$ cat src/rtl/bru_pkg.sv
package bru_pkg;
    typedef enum logic [2:0] {
        BK_ABS        = 3'd0,
        BK_REL        = 3'd1,
        BK_REG        = 3'd2,
        BK_IF_CARRY   = 3'd3,
        BK_IF_NOCARRY = 3'd4,
        BK_IF_ZERO    = 3'd5,
        BK_IF_NONZERO = 3'd6,
        BK_RSVD       = 3'd7
    } branch_kind_e;

    typedef enum logic {
        ST_IDLE   = 1'b0,
        ST_REPORT = 1'b1
    } bru_state_e;
endpackage

$ cat src/rtl/bru_target.sv
module bru_target #(
    parameter int PC_W    = 16,
    parameter int DISP_W  = 8,
    parameter int REL_LEN = 2
) (
    input  logic [PC_W-1:0]     pc_i,
    input  logic [PC_W-1:0]     opnd_i,
    input  logic [DISP_W-1:0]   disp_i,
    input  logic [PC_W/2-1:0]   a_i,
    input  logic [PC_W/2-1:0]   x_i,
    output logic [PC_W-1:0]     abs_o,
    output logic [PC_W-1:0]     rel_o,
    output logic [PC_W-1:0]     reg_o,
    output logic [PC_W-1:0]     fall_o
);
    localparam int EXT_W = PC_W - DISP_W;

    logic [PC_W-1:0] disp_ext;
    logic [PC_W-1:0] end_of_insn;

    // Sign extension of the displacement; sums truncate to PC_W (wrap, R8)
    assign disp_ext    = {{EXT_W{disp_i[DISP_W-1]}}, disp_i};
    assign end_of_insn = pc_i + PC_W'(REL_LEN);
    assign abs_o       = opnd_i;
    assign rel_o       = end_of_insn + disp_ext;
    assign reg_o       = {a_i, x_i};
    assign fall_o      = end_of_insn;
endmodule

$ cat src/rtl/bru_cond.sv
module bru_cond
    import bru_pkg::*;
(
    input  branch_kind_e kind_i,
    input  logic         cy_i,
    input  logic         z_i,
    output logic         taken_o,
    output logic         indirect_o
);
    always_comb begin
        taken_o    = 1'b0;
        indirect_o = 1'b0;
        unique case (kind_i)
            BK_ABS:        taken_o = 1'b1;
            BK_REL:        taken_o = 1'b1;
            BK_REG: begin
                taken_o    = 1'b1;
                indirect_o = 1'b1;
            end
            BK_IF_CARRY:   taken_o = cy_i;
            BK_IF_NOCARRY: taken_o = ~cy_i;
            BK_IF_ZERO:    taken_o = z_i;
            BK_IF_NONZERO: taken_o = ~z_i;
            BK_RSVD:       taken_o = 1'b0;
        endcase
    end
endmodule

$ cat src/rtl/branch_resolve_unit.sv
module branch_resolve_unit
    import bru_pkg::*;
#(
    parameter int PC_W         = 16,
    parameter int DISP_W       = 8,
    parameter int CYC_W        = 4,
    parameter int REL_LEN      = 2,
    parameter int CYC_DIRECT   = 6,
    parameter int CYC_INDIRECT = 8
) (
    input  logic                clk_i,
    input  logic                rst_ni,
    input  logic                in_valid_i,
    input  logic [2:0]          kind_i,
    input  logic [PC_W-1:0]     pc_i,
    input  logic [PC_W-1:0]     opnd_i,
    input  logic [DISP_W-1:0]   disp_i,
    input  logic [PC_W/2-1:0]   a_i,
    input  logic [PC_W/2-1:0]   x_i,
    input  logic                cy_i,
    input  logic                z_i,
    output logic                out_valid_o,
    output logic [PC_W-1:0]     next_pc_o,
    output logic                taken_o,
    output logic [CYC_W-1:0]    cycles_o
);
    localparam logic [CYC_W-1:0] CYC_D = CYC_W'(CYC_DIRECT);
    localparam logic [CYC_W-1:0] CYC_I = CYC_W'(CYC_INDIRECT);

    branch_kind_e    kind;
    bru_state_e      state_q, state_d;
    logic [PC_W-1:0] t_abs, t_rel, t_reg, t_fall;
    logic            cond_taken, cond_indirect;
    logic [PC_W-1:0] pc_d;
    logic [CYC_W-1:0] cyc_d;

    assign kind = branch_kind_e'(kind_i);

    bru_target #(.PC_W(PC_W), .DISP_W(DISP_W), .REL_LEN(REL_LEN)) u_target (
        .pc_i   (pc_i),
        .opnd_i (opnd_i),
        .disp_i (disp_i),
        .a_i    (a_i),
        .x_i    (x_i),
        .abs_o  (t_abs),
        .rel_o  (t_rel),
        .reg_o  (t_reg),
        .fall_o (t_fall)
    );

    bru_cond u_cond (
        .kind_i     (kind),
        .cy_i       (cy_i),
        .z_i        (z_i),
        .taken_o    (cond_taken),
        .indirect_o (cond_indirect)
    );

    // Target and cycle selection
    always_comb begin
        unique case (kind)
            BK_ABS:  pc_d = t_abs;
            BK_REG:  pc_d = t_reg;
            default: pc_d = cond_taken ? t_rel : t_fall;
        endcase
        cyc_d = cond_indirect ? CYC_I : CYC_D;
    end

    // Next-state logic: ACCEPT, CHAIN, RETIRE
    always_comb begin
        state_d = state_q;
        unique case (state_q)
            ST_IDLE:   if (in_valid_i) state_d = ST_REPORT;
            ST_REPORT: state_d = in_valid_i ? ST_REPORT : ST_IDLE;
        endcase
    end

    // State register
    always_ff @(posedge clk_i) begin
        if (!rst_ni) state_q <= ST_IDLE;
        else         state_q <= state_d;
    end

    // Registered outputs
    always_ff @(posedge clk_i) begin
        if (!rst_ni) begin
            next_pc_o <= '0;
            taken_o   <= 1'b0;
            cycles_o  <= '0;
        end else if (in_valid_i) begin
            next_pc_o <= pc_d;
            taken_o   <= cond_taken;
            cycles_o  <= cyc_d;
        end
    end

    assign out_valid_o = (state_q == ST_REPORT);

    // Assertions
    assert_valid_follows_R2: assert property (@(posedge clk_i) disable iff (!rst_ni)
        in_valid_i |=> out_valid_o);
    assert_valid_only_after_R2: assert property (@(posedge clk_i) disable iff (!rst_ni)
        !in_valid_i |=> !out_valid_o);
    assert_hold_R2: assert property (@(posedge clk_i) disable iff (!rst_ni)
        !in_valid_i |=> ($stable(next_pc_o) && $stable(taken_o) && $stable(cycles_o)));
    assert_abs_taken_R3: assert property (@(posedge clk_i) disable iff (!rst_ni)
        (in_valid_i && kind_i == 3'd0) |=> (taken_o && next_pc_o == $past(opnd_i)));
    assert_reg_pair_R5: assert property (@(posedge clk_i) disable iff (!rst_ni)
        (in_valid_i && kind_i == 3'd2) |=> (next_pc_o == {$past(a_i), $past(x_i)} && cycles_o == CYC_I));
    assert_fall_through_R7: assert property (@(posedge clk_i) disable iff (!rst_ni)
        in_valid_i |=> (taken_o || next_pc_o == $past(pc_i) + PC_W'(REL_LEN)));
    assert_rsvd_not_taken_R9: assert property (@(posedge clk_i) disable iff (!rst_ni)
        (in_valid_i && kind_i == 3'd7) |=> !taken_o);
    assert_cycle_range_R6: assert property (@(posedge clk_i) disable iff (!rst_ni)
        out_valid_o |-> (cycles_o == CYC_D || cycles_o == CYC_I));
endmodule

$ cat config.mk
export PLATFORM = sky130hd
export DESIGN_NAME = branch_resolve_unit
export DESIGN_NICKNAME = d
export VERILOG_FILES = /design/src/rtl/bru_pkg.sv /design/src/rtl/bru_target.sv /design/src/rtl/bru_cond.sv /design/src/rtl/branch_resolve_unit.sv
export SDC_FILE = /design/constraint.sdc
export NUM_CORES = 1
export LEC_CHECK = 0
export CORE_MARGIN = 3
export CORE_UTILIZATION = 46
export CTS_BUF_LIST = sky130_fd_sc_hd__clkbuf_4
export DETAILED_ROUTE_END_ITERATION = 8
export PLACE_DENSITY = 0.82
export SYNTH_ARGS = -nofsm -noshare
export SYNTH_HDL_FRONTEND = slang
export SYNTH_SLANG_ARGS = --single-unit
export TNS_END_PERCENT = 5
$ cat constraint.sdc
create_clock -name clk_i -period 3.6 [get_ports clk_i]
set_input_delay 0.54 -clock clk_i [delete_from_list [all_inputs] [get_ports clk_i]]
set_output_delay 0.54 -clock clk_i [all_outputs]
set_load 0.03 [all_outputs]
==> results.ini <==
[cts]
cts_buffers=3
htreeDepth=1
ctsHoldBuffers=0
cts_setup_buffers=0
cts_tree=built
path_clk_slew_ns=0.12
worstSkewPairLatency_ns=0.30
cts_resized=0
max-clock-path-buffers=2
cts_root_buffer=clkbuf_4
cts_sinks=20

[logic_synthesis]
synth_xor_area_frac=0.0882
synth_top_area_share=0.175
synth.area.mux_share=0.0898
syn_nets=375
synth_warnings=0
syn_area_sq_um=2280
synthAdderAreaFrac=0.102
postSynthCellCount=293
synth_most_common_cell=dfxtp_1
ys_seq_area_frac=0.175
async_reset_ff_frac=0
synth_seq_cells=20
ys_top_cells_by_count=dfxtp_1 (20), nand2_1 (19), nor2_1 (18)
synth.distinct_cells=57
ys_top_cells_by_area=dfxtp_1 (18%), ha_1 (9.3%), mux2i_1 (7.0%)
synth.avg_cell_area_sq_um=7.80
synth_largest_area_cell=dfxtp_1
synth-compound-area-share=0.278
yosys_most_used_dff=dfxtp_1
synth-simple-area-share=0.206
synth_top_family_by_area=compound AO/OA/AOI/OAI gates
synth_edf_count=0

[placement]
port_buffers=84
gp_congestion=0.883
hpwlAfterDp_mm=5.38

[worst_setup_path]
required_ns=3.85
crit_path_cell_trace=clkdlybuf4s50_1 > nand3_2 > nor4_1 > xnor2_1 > inv_1 > ha_1 > nand4_1 > nor4_1 > a22oi_2 > mux2i_1 > or4b_1 > nand3_1
slowest_delay_ns=0.54
start_kind=primary input
cp.arrival_ns=3.49
cp_max_fo=7
worst_path_most_repeated_cell=nor4_1
crit_type=primary input to register
cp_slowest_cell=clkdlybuf4s50_1
crit_family=simple AND/OR/NAND/NOR gates
crit_buf_inv=2
worstSetupEndpointType=register

[global_route]
grt_start_max_net_pins=30
grt_use_total=0.216
antenna_found_initial=0
grt_pass1_vias=2312
grt_first_pass_wirelength_mm=10.7
grt_overflow_total=0

[floorplan]
rows=25
core_sq_um=4750
die_w_um=76.5
dieArea_sq_um=5850
fp.dieH_um=76.5
io_pins=86
initial_utilization=0.481

[routing]
firstDrtPassIters=4
drtIter0Drc=134
remaining_drc_errors=0
num_vias=2466
via_per_inst=5.47
antenna_left=0
routedWlPerCell_um=14.4
wirelength_mm=6.48

[pwr]
power_density_nw_per_um2=277
power_switching_mw=0.327
p_int_mw=0.590
clkPwrFrac=0.201
leakagePower_nw=1.38
swShare=0.356
p_total_mw=0.917
ir_drop_uv=166
pwr-share-comb=0.523
seq_power_share=0.276

[sta]
setup_viol=0
period_share=0.900
rsz0062_at_grt=false
tns_ns=0
worstMarginPinSlew_ns=0.706
hold_viol_final=0
period_minus_slack_ns=3.24
skew_ns=0
relSlewSlack=0.528
finalMaxSlewViolations=0
max_freq_mhz=309

[min_path]
hold_class=register to register

[final_layout]
regArea_sq_um=400
drive_gt1_frac=0.0833
nNetsFinal=467
syn2layout_area_growth_pct=45.2
insertedDiodeCount=0
multi_input_area_sq_um=1750
nFillCells=417

[flow_run]
cap_violations=0

[run_status]
status=finished clean

-- worst paths after layout --
kind                               from                         end  slack [ns]  cells past startpoint
max                             pc_i[4]  next_pc_o[15]$_SDFFE_PN0P_        0.36                     12
min           next_pc_o[0]$_SDFFE_PN0P_   next_pc_o[0]$_SDFFE_PN0P_        0.49                      2
max reg2reg  next_pc_o[15]$_SDFFE_PN0P_  next_pc_o[15]$_SDFFE_PN0P_        2.55                      3
min reg2reg   next_pc_o[0]$_SDFFE_PN0P_   next_pc_o[0]$_SDFFE_PN0P_        0.49                      2
-- per-stage QoR --
stage / std cells / area, sq um / worst slack [ns] / hold slack, ns / util
floorplan: 293 / 2280 / 0.705 / 0.597 / -
global placement: 447 / 3270 / 0.0217 / 0.459 / 0.687
detailed placement: 447 / 3270 / 0.0460 / 0.465 / 0.687
CTS: 451 / 3320 / 0.359 / 0.484 / 0.698
global route: 451 / 3320 / 0.117 / 0.502 / 0.698
finish: 451 / 3320 / 0.361 / 0.488 / 0.698
-- worst register-to-register path: stages (launching register included) --
cell	delay [ns]
dfxtp_1	0.35
o21a_1	0.14
or4b_1	0.43
nand3_1	0.09
-- layout make-up --
| type | count | area share |
|---|---|---|
| clock buffers | 3 | 0.00679 |
| multi-input cells | 242 | 0.527 |
| inverters | 17 | 0.0192 |
| repair buffers | 101 | 0.292 |
| flip-flops and latches | 20 | 0.121 |
| clock inverters | 1 | 0.00905 |
| well taps | 67 | 0.0253 |
-- logic make-up after synthesis --
kind of cell / count (synthesis)
XOR/XNOR: 23
buffers and inverters: 31
AO/OA/AOI/OAI: 90
adder cells (fa/ha/maj): 18
other: 1
multiplexers: 20
AND/OR/NAND/NOR: 90
flip-flops: 20
-- placed cells by master (no fill, tap or decap), types with 13 or more instances in the layout --
master / instances
nand2_1: 19
buf_4: 17
xnor2_1: 13
clkdlybuf4s50_1: 84
mux2i_1: 16
a21oi_1: 15
ha_1: 17
dfxtp_1: 20
nor2_1: 18
inv_1: 17
-- flip-flops by register name, indices dropped and copies added (netlist names) --
signal	cells
taken_o	1
cycles_o	2
next_pc_o	16
out_valid_o	1
-- power by group through the flow --
stage,combinational (mW),sequential (mW),clock (mW)
5_1_grt,0.521,0.256,0.196
6_report,0.480,0.253,0.184
3_5_place_dp,0.476,0.259,0
2_1_floorplan,0.240,0.302,0
4_1_cts,0.479,0.253,0.187
3_3_place_gp,0.473,0.258,0
-- layer usage --
| metal | up-vias | global-route usage | wire length, um |
|---|---|---|---|
| met2 | 83 | 0.354 | 2810 |
| met4 | 0 | 0.0435 | 22 |
| met3 | 2 | 0.0343 | 358 |
| met1 | 1110 | 0.300 | 3290 |
| li1 | 1271 | - | - |
| met5 | - | 0 | 0 |
Power figures use the tool's default switching activity.
